### config.mk
export PLATFORM = sky130hd
export DESIGN_NAME = i2c_byte_engine
export DESIGN_NICKNAME = d
export VERILOG_FILES = /design/src/rtl/i2c_eng_pkg.sv /design/src/rtl/i2c_eng_timer.sv /design/src/rtl/i2c_eng_shift.sv /design/src/rtl/i2c_eng_fsm.sv /design/src/rtl/i2c_byte_engine.sv
export SDC_FILE = /design/constraint.sdc
export NUM_CORES = 1
export LEC_CHECK = 0
export CORE_MARGIN = 2
export CORE_UTILIZATION = 58
export DETAILED_ROUTE_END_ITERATION = 8
export PLACE_DENSITY = 0.82
export SLEW_MARGIN = 20
export SYNTH_ARGS = -nofsm -noshare
export SYNTH_HDL_FRONTEND = slang
export SYNTH_SLANG_ARGS = --single-unit
### constraint.sdc
create_clock -name clk -period 3.3 [get_ports clk]
set_clock_uncertainty 0.05 [all_clocks]
set_input_delay 0.495 -clock clk [delete_from_list [all_inputs] [get_ports clk]]
set_output_delay 0.495 -clock clk [all_outputs]
set_load 0.02 [all_outputs]
### src/rtl/i2c_eng_pkg.sv
package i2c_eng_pkg;

    localparam int CMD_W  = 4;
    localparam int FL_STA = 0;
    localparam int FL_WR  = 1;
    localparam int FL_RD  = 2;
    localparam int FL_STO = 3;

    typedef enum logic [2:0] {
        ST_IDLE  = 3'd0,
        ST_START = 3'd1,
        ST_WRITE = 3'd2,
        ST_RACK  = 3'd3,
        ST_READ  = 3'd4,
        ST_SACK  = 3'd5,
        ST_STOP  = 3'd6
    } eng_state_t;

endpackage

### src/rtl/i2c_eng_timer.sv
module i2c_eng_timer #(
    parameter int PERIOD = 250,
    parameter int BITS   = 8
) (
    input  logic clk,
    input  logic rst_n,
    input  logic run,
    input  logic byte_phase,
    output logic mid_low,
    output logic rise_tick,
    output logic mid_high,
    output logic period_end,
    output logic state_end
);
    localparam int HALF   = PERIOD / 2;
    localparam int MID_LO = HALF / 2;
    localparam int MID_HI = HALF + HALF / 2;
    localparam int CW     = $clog2(PERIOD);
    localparam int BW     = $clog2(BITS) + 1;
    localparam logic [CW-1:0] LAST_C = CW'(PERIOD - 1);

    logic [CW-1:0] cnt;
    logic [BW-1:0] bcnt;
    logic [BW-1:0] bit_lim;

    assign bit_lim    = byte_phase ? BW'(BITS - 1) : '0;
    assign period_end = run && (cnt == LAST_C);
    assign state_end  = period_end && (bcnt == bit_lim);
    assign mid_low    = run && (cnt == CW'(MID_LO));
    assign rise_tick  = run && (cnt == CW'(HALF - 1));
    assign mid_high   = run && (cnt == CW'(MID_HI));

    always_ff @(posedge clk or negedge rst_n) begin
        if (!rst_n) begin
            cnt <= '0;
        end else if (!run || cnt == LAST_C) begin
            cnt <= '0;
        end else begin
            cnt <= cnt + 1'b1;
        end
    end

    always_ff @(posedge clk or negedge rst_n) begin
        if (!rst_n) begin
            bcnt <= '0;
        end else if (!run || state_end) begin
            bcnt <= '0;
        end else if (period_end) begin
            bcnt <= bcnt + 1'b1;
        end
    end

    AST_PERIOD_RANGE: assert property (@(posedge clk) disable iff (!rst_n)
        cnt <= LAST_C) else $error("period counter out of range");

    AST_IDLE_CLEAR: assert property (@(posedge clk) disable iff (!rst_n)
        (!run && !$past(run)) |-> (cnt == '0 && bcnt == '0)) else $error("counters run in idle");

    AST_BIT_RANGE: assert property (@(posedge clk) disable iff (!rst_n)
        run |-> (bcnt <= bit_lim)) else $error("bit counter out of range");

endmodule

### src/rtl/i2c_eng_shift.sv
module i2c_eng_shift #(
    parameter int BITS = 8
) (
    input  logic            clk,
    input  logic            rst_n,
    input  logic            load,
    input  logic [BITS-1:0] din,
    input  logic            tx_shift,
    input  logic            rx_shift,
    input  logic            rx_bit,
    output logic            tx_msb,
    output logic [BITS-1:0] rx_data
);
    logic [BITS-1:0] tx_sr;

    assign tx_msb = tx_sr[BITS-1];

    always_ff @(posedge clk or negedge rst_n) begin
        if (!rst_n) begin
            tx_sr <= '1;
        end else if (load) begin
            tx_sr <= din;
        end else if (tx_shift) begin
            tx_sr <= {tx_sr[BITS-2:0], 1'b1};
        end
    end

    always_ff @(posedge clk or negedge rst_n) begin
        if (!rst_n) begin
            rx_data <= '0;
        end else if (rx_shift) begin
            rx_data <= {rx_data[BITS-2:0], rx_bit};
        end
    end

    AST_TX_FROZEN: assert property (@(posedge clk) disable iff (!rst_n)
        (!load && !tx_shift) |=> $stable(tx_sr)) else $error("tx shifter moved");

endmodule

### src/rtl/i2c_eng_fsm.sv
module i2c_eng_fsm
    import i2c_eng_pkg::*;
(
    input  logic             clk,
    input  logic             rst_n,
    input  logic             req,
    input  logic [CMD_W-1:0] flags,
    input  logic             state_end,
    output eng_state_t       state,
    output eng_state_t       nxt,
    output logic [CMD_W-1:0] flags_q,
    output logic             accept,
    output logic             done
);
    assign accept = (state == ST_IDLE) && req && (flags[FL_WR] || flags[FL_RD]);

    always_ff @(posedge clk or negedge rst_n) begin
        if (!rst_n) begin
            state <= ST_IDLE;
        end else begin
            state <= nxt;
        end
    end

    always_comb begin
        nxt = state;
        unique case (state)
            ST_IDLE: begin
                if (accept) begin
                    if (flags[FL_STA])     nxt = ST_START;
                    else if (flags[FL_WR]) nxt = ST_WRITE;
                    else                   nxt = ST_READ;
                end
            end
            ST_START: if (state_end) nxt = flags_q[FL_WR] ? ST_WRITE : ST_READ;
            ST_WRITE: if (state_end) nxt = ST_RACK;
            ST_READ:  if (state_end) nxt = ST_SACK;
            ST_RACK, ST_SACK: begin
                if (state_end) nxt = flags_q[FL_STO] ? ST_STOP : ST_IDLE;
            end
            ST_STOP:  if (state_end) nxt = ST_IDLE;
            default:  nxt = ST_IDLE;
        endcase
    end

    always_ff @(posedge clk or negedge rst_n) begin
        if (!rst_n) begin
            flags_q <= '0;
            done    <= 1'b0;
        end else begin
            if (accept) flags_q <= flags;
            done <= (state != ST_IDLE) && (nxt == ST_IDLE);
        end
    end

    AST_DONE_SINGLE: assert property (@(posedge clk) disable iff (!rst_n)
        done |=> !done) else $error("done longer than one cycle");

    AST_FLAGS_HELD: assert property (@(posedge clk) disable iff (!rst_n)
        (state != ST_IDLE && $past(state) != ST_IDLE) |-> $stable(flags_q)) else $error("flags changed while busy");

    AST_REFUSE_EMPTY: assert property (@(posedge clk) disable iff (!rst_n)
        (state == ST_IDLE && req && !flags[FL_WR] && !flags[FL_RD]) |=> (state == ST_IDLE)) else $error("empty request accepted");

endmodule

### src/rtl/i2c_byte_engine.sv
module i2c_byte_engine
    import i2c_eng_pkg::*;
#(
    parameter int PERIOD = 250,
    parameter int BITS   = 8
) (
    input  logic             clk,
    input  logic             rst_n,
    input  logic             op_req,
    input  logic [CMD_W-1:0] op_flags,
    input  logic [BITS-1:0]  tx_byte,
    output logic             op_done,
    output logic [BITS-1:0]  rx_byte,
    output logic             slave_nack,
    output logic             scl_o,
    input  logic             sda_in,
    output logic             sda_out,
    output logic             sda_drive
);
    eng_state_t       state;
    eng_state_t       nxt;
    logic [CMD_W-1:0] flags_q;
    logic             accept;
    logic             run;
    logic             byte_phase;
    logic             mid_low;
    logic             rise_tick;
    logic             mid_high;
    logic             period_end;
    logic             state_end;
    logic             tx_msb;
    logic             drive_next;

    assign run        = (state != ST_IDLE);
    assign byte_phase = (state == ST_WRITE) || (state == ST_READ);

    i2c_eng_fsm u_fsm (
        .clk       (clk),
        .rst_n     (rst_n),
        .req       (op_req),
        .flags     (op_flags),
        .state_end (state_end),
        .state     (state),
        .nxt       (nxt),
        .flags_q   (flags_q),
        .accept    (accept),
        .done      (op_done)
    );

    i2c_eng_timer #(.PERIOD(PERIOD), .BITS(BITS)) u_timer (
        .clk        (clk),
        .rst_n      (rst_n),
        .run        (run),
        .byte_phase (byte_phase),
        .mid_low    (mid_low),
        .rise_tick  (rise_tick),
        .mid_high   (mid_high),
        .period_end (period_end),
        .state_end  (state_end)
    );

    i2c_eng_shift #(.BITS(BITS)) u_shift (
        .clk      (clk),
        .rst_n    (rst_n),
        .load     (accept),
        .din      (tx_byte),
        .tx_shift (state == ST_WRITE && mid_low),
        .rx_shift (state == ST_READ && mid_high),
        .rx_bit   (sda_in),
        .tx_msb   (tx_msb),
        .rx_data  (rx_byte)
    );

    // clock line: low on leaving idle, high from mid-period, low at period end
    always_ff @(posedge clk or negedge rst_n) begin
        if (!rst_n) begin
            scl_o <= 1'b1;
        end else if (accept) begin
            scl_o <= 1'b0;
        end else if (run) begin
            if (rise_tick) begin
                scl_o <= 1'b1;
            end else if (period_end && state != ST_STOP) begin
                scl_o <= 1'b0;
            end
        end
    end

    // data line value
    always_ff @(posedge clk or negedge rst_n) begin
        if (!rst_n) begin
            sda_out <= 1'b1;
        end else begin
            unique case (state)
                ST_START: begin
                    if (mid_low)       sda_out <= 1'b1;
                    else if (mid_high) sda_out <= 1'b0;
                end
                ST_WRITE: if (mid_low) sda_out <= tx_msb;
                ST_SACK:  if (mid_low) sda_out <= flags_q[FL_STO];
                ST_STOP: begin
                    if (mid_low)       sda_out <= 1'b0;
                    else if (mid_high) sda_out <= 1'b1;
                end
                default: sda_out <= sda_out;
            endcase
        end
    end

    // output enable follows the state being entered
    always_comb begin
        unique case (nxt)
            ST_START, ST_WRITE, ST_SACK, ST_STOP: drive_next = 1'b1;
            default:                              drive_next = 1'b0;
        endcase
    end

    always_ff @(posedge clk or negedge rst_n) begin
        if (!rst_n) begin
            sda_drive <= 1'b0;
        end else begin
            sda_drive <= drive_next;
        end
    end

    always_ff @(posedge clk or negedge rst_n) begin
        if (!rst_n) begin
            slave_nack <= 1'b1;
        end else if (state == ST_RACK && mid_high) begin
            slave_nack <= sda_in;
        end
    end

    AST_DATA_STABLE_HIGH: assert property (@(posedge clk) disable iff (!rst_n)
        (scl_o && $past(scl_o) && (state == ST_WRITE || state == ST_SACK)
         && $past(state) == state) |-> $stable(sda_out)) else $error("data moved while clock high");

    AST_RELEASE_ON_READ: assert property (@(posedge clk) disable iff (!rst_n)
        (state == ST_READ || state == ST_RACK) |-> !sda_drive) else $error("line driven while slave talks");

    AST_DRIVE_SACK: assert property (@(posedge clk) disable iff (!rst_n)
        (state == ST_SACK) |-> sda_drive) else $error("master ack not driven");

    AST_SCL_AFTER_STOP: assert property (@(posedge clk) disable iff (!rst_n)
        (state == ST_IDLE && $past(state) == ST_STOP) |-> scl_o) else $error("clock low after stop");

    AST_SCL_FALLS_ON_ACCEPT: assert property (@(posedge clk) disable iff (!rst_n)
        accept |=> !scl_o) else $error("clock not low after accept");

endmodule

==> metrics.yaml <==
pin_count_of_the_biggest_net_entering_global_routing: 39
setup_violations: 0
rsz_0062_raised_after_global_routing: "no"
worst_slew_pin_slew_ns: 0.832
flow.area_growth_from_synthesis_pct: 16.1
total_routed_wirelength_um: 4160
slew_headroom: 0.446
antenna_diode_count: 0
final.setup.tns_ns: 0
clkSinkCount: 38
async_reset_ff_frac: 1.00
synthDominantAreaCellType: "sky130_fd_sc_hd__dfrtp_1"
multi_input_comb_area_um2: 983
path_max_fanout: 16
portBuffers: 28
pre_antenna_drt_iters: 4
grt_pass1_wl_um: 7360
vdd_ir_drop_max_uv: 252
post_synth_instance_area_um2: 2050
cts-htree-levels: 2
floorplan.die_area_um2: 4020
die_height_um: 63.4
routedWlPerCell_um: 15.4
p_clk_frac: 0.340
leakage_uw: 0.00101
switching_share: 0.227
timing.fmax_ghz: 0.421
yosys_warning_count: 0
cts_post_setup_buffers_inserted: 0
cts_root_buffer: "sky130_fd_sc_hd__clkbuf_4"
dr.first_iter.drc_count: 158
post_synth_edffs: 0
power.combinational.fraction: 0.045
internal_power_uw: 589
via_per_inst: 5.76
min_path_type: "in2async"
max-cap-violations: 0
first_global_vias: 1589
highest-signal-layer: "met4"
power_switching_uw: 173
cts-resized-gates: 0
fin_crit_ns: 2.37
yosys-top-cells-count: "27 x sky130_fd_sc_hd__dfrtp_1, 24 x sky130_fd_sc_hd__nand2_1, 17 x sky130_fd_sc_hd__nor2_1"
post-layout-total-power_uw: 763
route.antenna.remaining_nets: 0
number_of_hold_violations_in_the_final_report: 0
dieWidth_um: 63.4
most_repeated_cell_in_the_gate_level_netlist_after_synthesis: "sky130_fd_sc_hd__dfrtp_1"
final.fill_count: 277
initial_cell_density_of_the_core: 0.608
antenna_found_initial: 0
area.sequential_um2: 965
synth-seq-cells: 38
core-area_um2: 3360
avgSynthCellArea_um2: 10.4
cts_buffers: 5
netlist-cell-type-count: 47
timing.critical_path.to_type: "flip-flop"
synthesis.nets: 217
io_pins: 29
grt_util_all_layers: 0.233
criticalPathCategory: "reg2reg"
whs_ns: 0.186
cts.path.max_buffers: 2
routed-wl-met3_um: 200
rows: 21
met1_length_um: 1830
start_kind: "flip-flop"
clkLatencyLatePin_ns: 0.34
p_per_area_nw_per_um2: 321
synth_top_area_frac: 0.330
post_synth_main_area_contributors: "sky130_fd_sc_hd__dfrtp_1 33%, sky130_fd_sc_hd__dfstp_2 14%, sky130_fd_sc_hd__mux2_2 6.1%"
met2RoutedLength_um: 2070
nets: 244
share_of_layout_cells_above_drive_strength_1: 0.188
dominantRegCellSynth: "sky130_fd_sc_hd__dfrtp_1"
clk_pin_slew_ns: 0.12
seq_total_area_yosys: 0.472
routabilityCongestion: 0.851
arr_time_crit_path_ns: 2.56
routed-via-count: 1556
status: "completed"
seqPwrFrac: 0.615
tritoncts_clock_tree: "yes"
post_synth_inst_count: 196
critical_path_required_ns: 3.49
globalRouteOverflowTotal: 0
fin_crit_sh: 0.719
drc_errors: 0
post_cts_hold_buffer_count: 0
final_max_slew_viol_count: 0
dpl.hpwl_um: 3020
==> cell families after synthesis <==
group | Yosys count | share of synthesized area
compound gates | 38 | 0.128
xor+xnor | 8 | 0.0343
fa+ha+maj | 5 | 0.0306
buf+inv | 16 | 0.0477
flops | 38 | 0.472
mux | 14 | 0.0752
simple gates | 77 | 0.213
==> worst paths after layout <==
check	depth (start not counted)	slack [ns]	endpoint	from
max in group asynchronous	1	2.48	u_shift.rx_data[0]	rst_n
hold reg to reg	2	0.42	u_shift.tx_sr[1]	u_shift.tx_sr[1]
setup / recovery	6	0.93	u_fsm.done	u_fsm.state[1]
min in group clk	2	0.42	u_shift.tx_sr[1]	u_shift.tx_sr[1]
hold / removal	1	0.19	u_timer.cnt[2]	rst_n
setup reg to reg	6	0.93	u_fsm.done	u_fsm.state[1]
==> area by class of cell <==
cell class | instances | share of cell area
repair buffers | 28 | 0.116
clock inverters | 2 | 0.00527
inverters | 8 | 0.0126
clock buffers | 6 | 0.0216
flip-flops and latches | 38 | 0.406
well taps | 46 | 0.0242
multi-input cells | 142 | 0.414
==> cell usage in the layout (no fill, tap or decap), types with 6 or more instances in the layout <==
cell type and count:
sky130_fd_sc_hd__a21oi_1 12, sky130_fd_sc_hd__clkdlybuf4s50_1 27, sky130_fd_sc_hd__dfrtp_1 27, sky130_fd_sc_hd__dfstp_2 11
sky130_fd_sc_hd__inv_1 8, sky130_fd_sc_hd__mux2_2 11, sky130_fd_sc_hd__nand2_1 24, sky130_fd_sc_hd__nand3_1 7
sky130_fd_sc_hd__nor2_1 17, sky130_fd_sc_hd__o21ai_0 6
==> worst max-delay path: stages (launching register included) <==
cell and delay [ns]:
sky130_fd_sc_hd__dfrtp_1 0.57, sky130_fd_sc_hd__nor3_4 0.47, sky130_fd_sc_hd__and2_1 0.55, sky130_fd_sc_hd__nand2_1 0.11, sky130_fd_sc_hd__and3_1 0.21, sky130_fd_sc_hd__o311ai_1 0.08, sky130_fd_sc_hd__and4b_1 0.23
==> stage by stage <==
| step | std cells | setup slack, ns | util | area [um2] |
|---|---|---|---|---|
| 6_report | 270 | 0.927 | 0.706 | 2370 |
| 2_1_floorplan | 196 | 1.26 | - | 2050 |
| 5_1_grt | 270 | 0.720 | 0.706 | 2370 |
| 4_1_cts | 270 | 0.953 | 0.706 | 2370 |
| 3_5_place_dp | 262 | 0.867 | 0.687 | 2310 |
| 3_3_place_gp | 262 | 0.946 | 0.687 | 2310 |
==> flip-flops by register name, indices dropped and copies added, names as in the netlist <==
| signal | count |
|---|---|
| u_fsm.done | 1 |
| slave_nack | 1 |
| u_timer.bcnt | 4 |
| u_shift.rx_data | 8 |
| u_fsm.flags_q | 2 |
| sda_drive | 1 |
| u_shift.tx_sr | 8 |
| scl_o | 1 |
| u_timer.cnt | 8 |
| u_fsm.state | 3 |
| sda_out | 1 |
==> metal layers <==
layer | vias to the layer above | global-route usage
met5 | - | 0
met4 | 0 | 0.101
met3 | 7 | 0.0429
met2 | 48 | 0.383
met1 | 755 | 0.302
li1 | 746 | -
==> power groups by stage <==
stage / sequential, uW / combinational (uW) / clock (uW)
after floorplan: 479 / 2.73 / 0
after global placement: 477 / 33.9 / 0
after detailed placement: 477 / 35.0 / 0
after CTS: 469 / 35.1 / 268
after global routing: 469 / 37.8 / 285
final: 469 / 34.4 / 259
(Power assumes the default switching activity.)
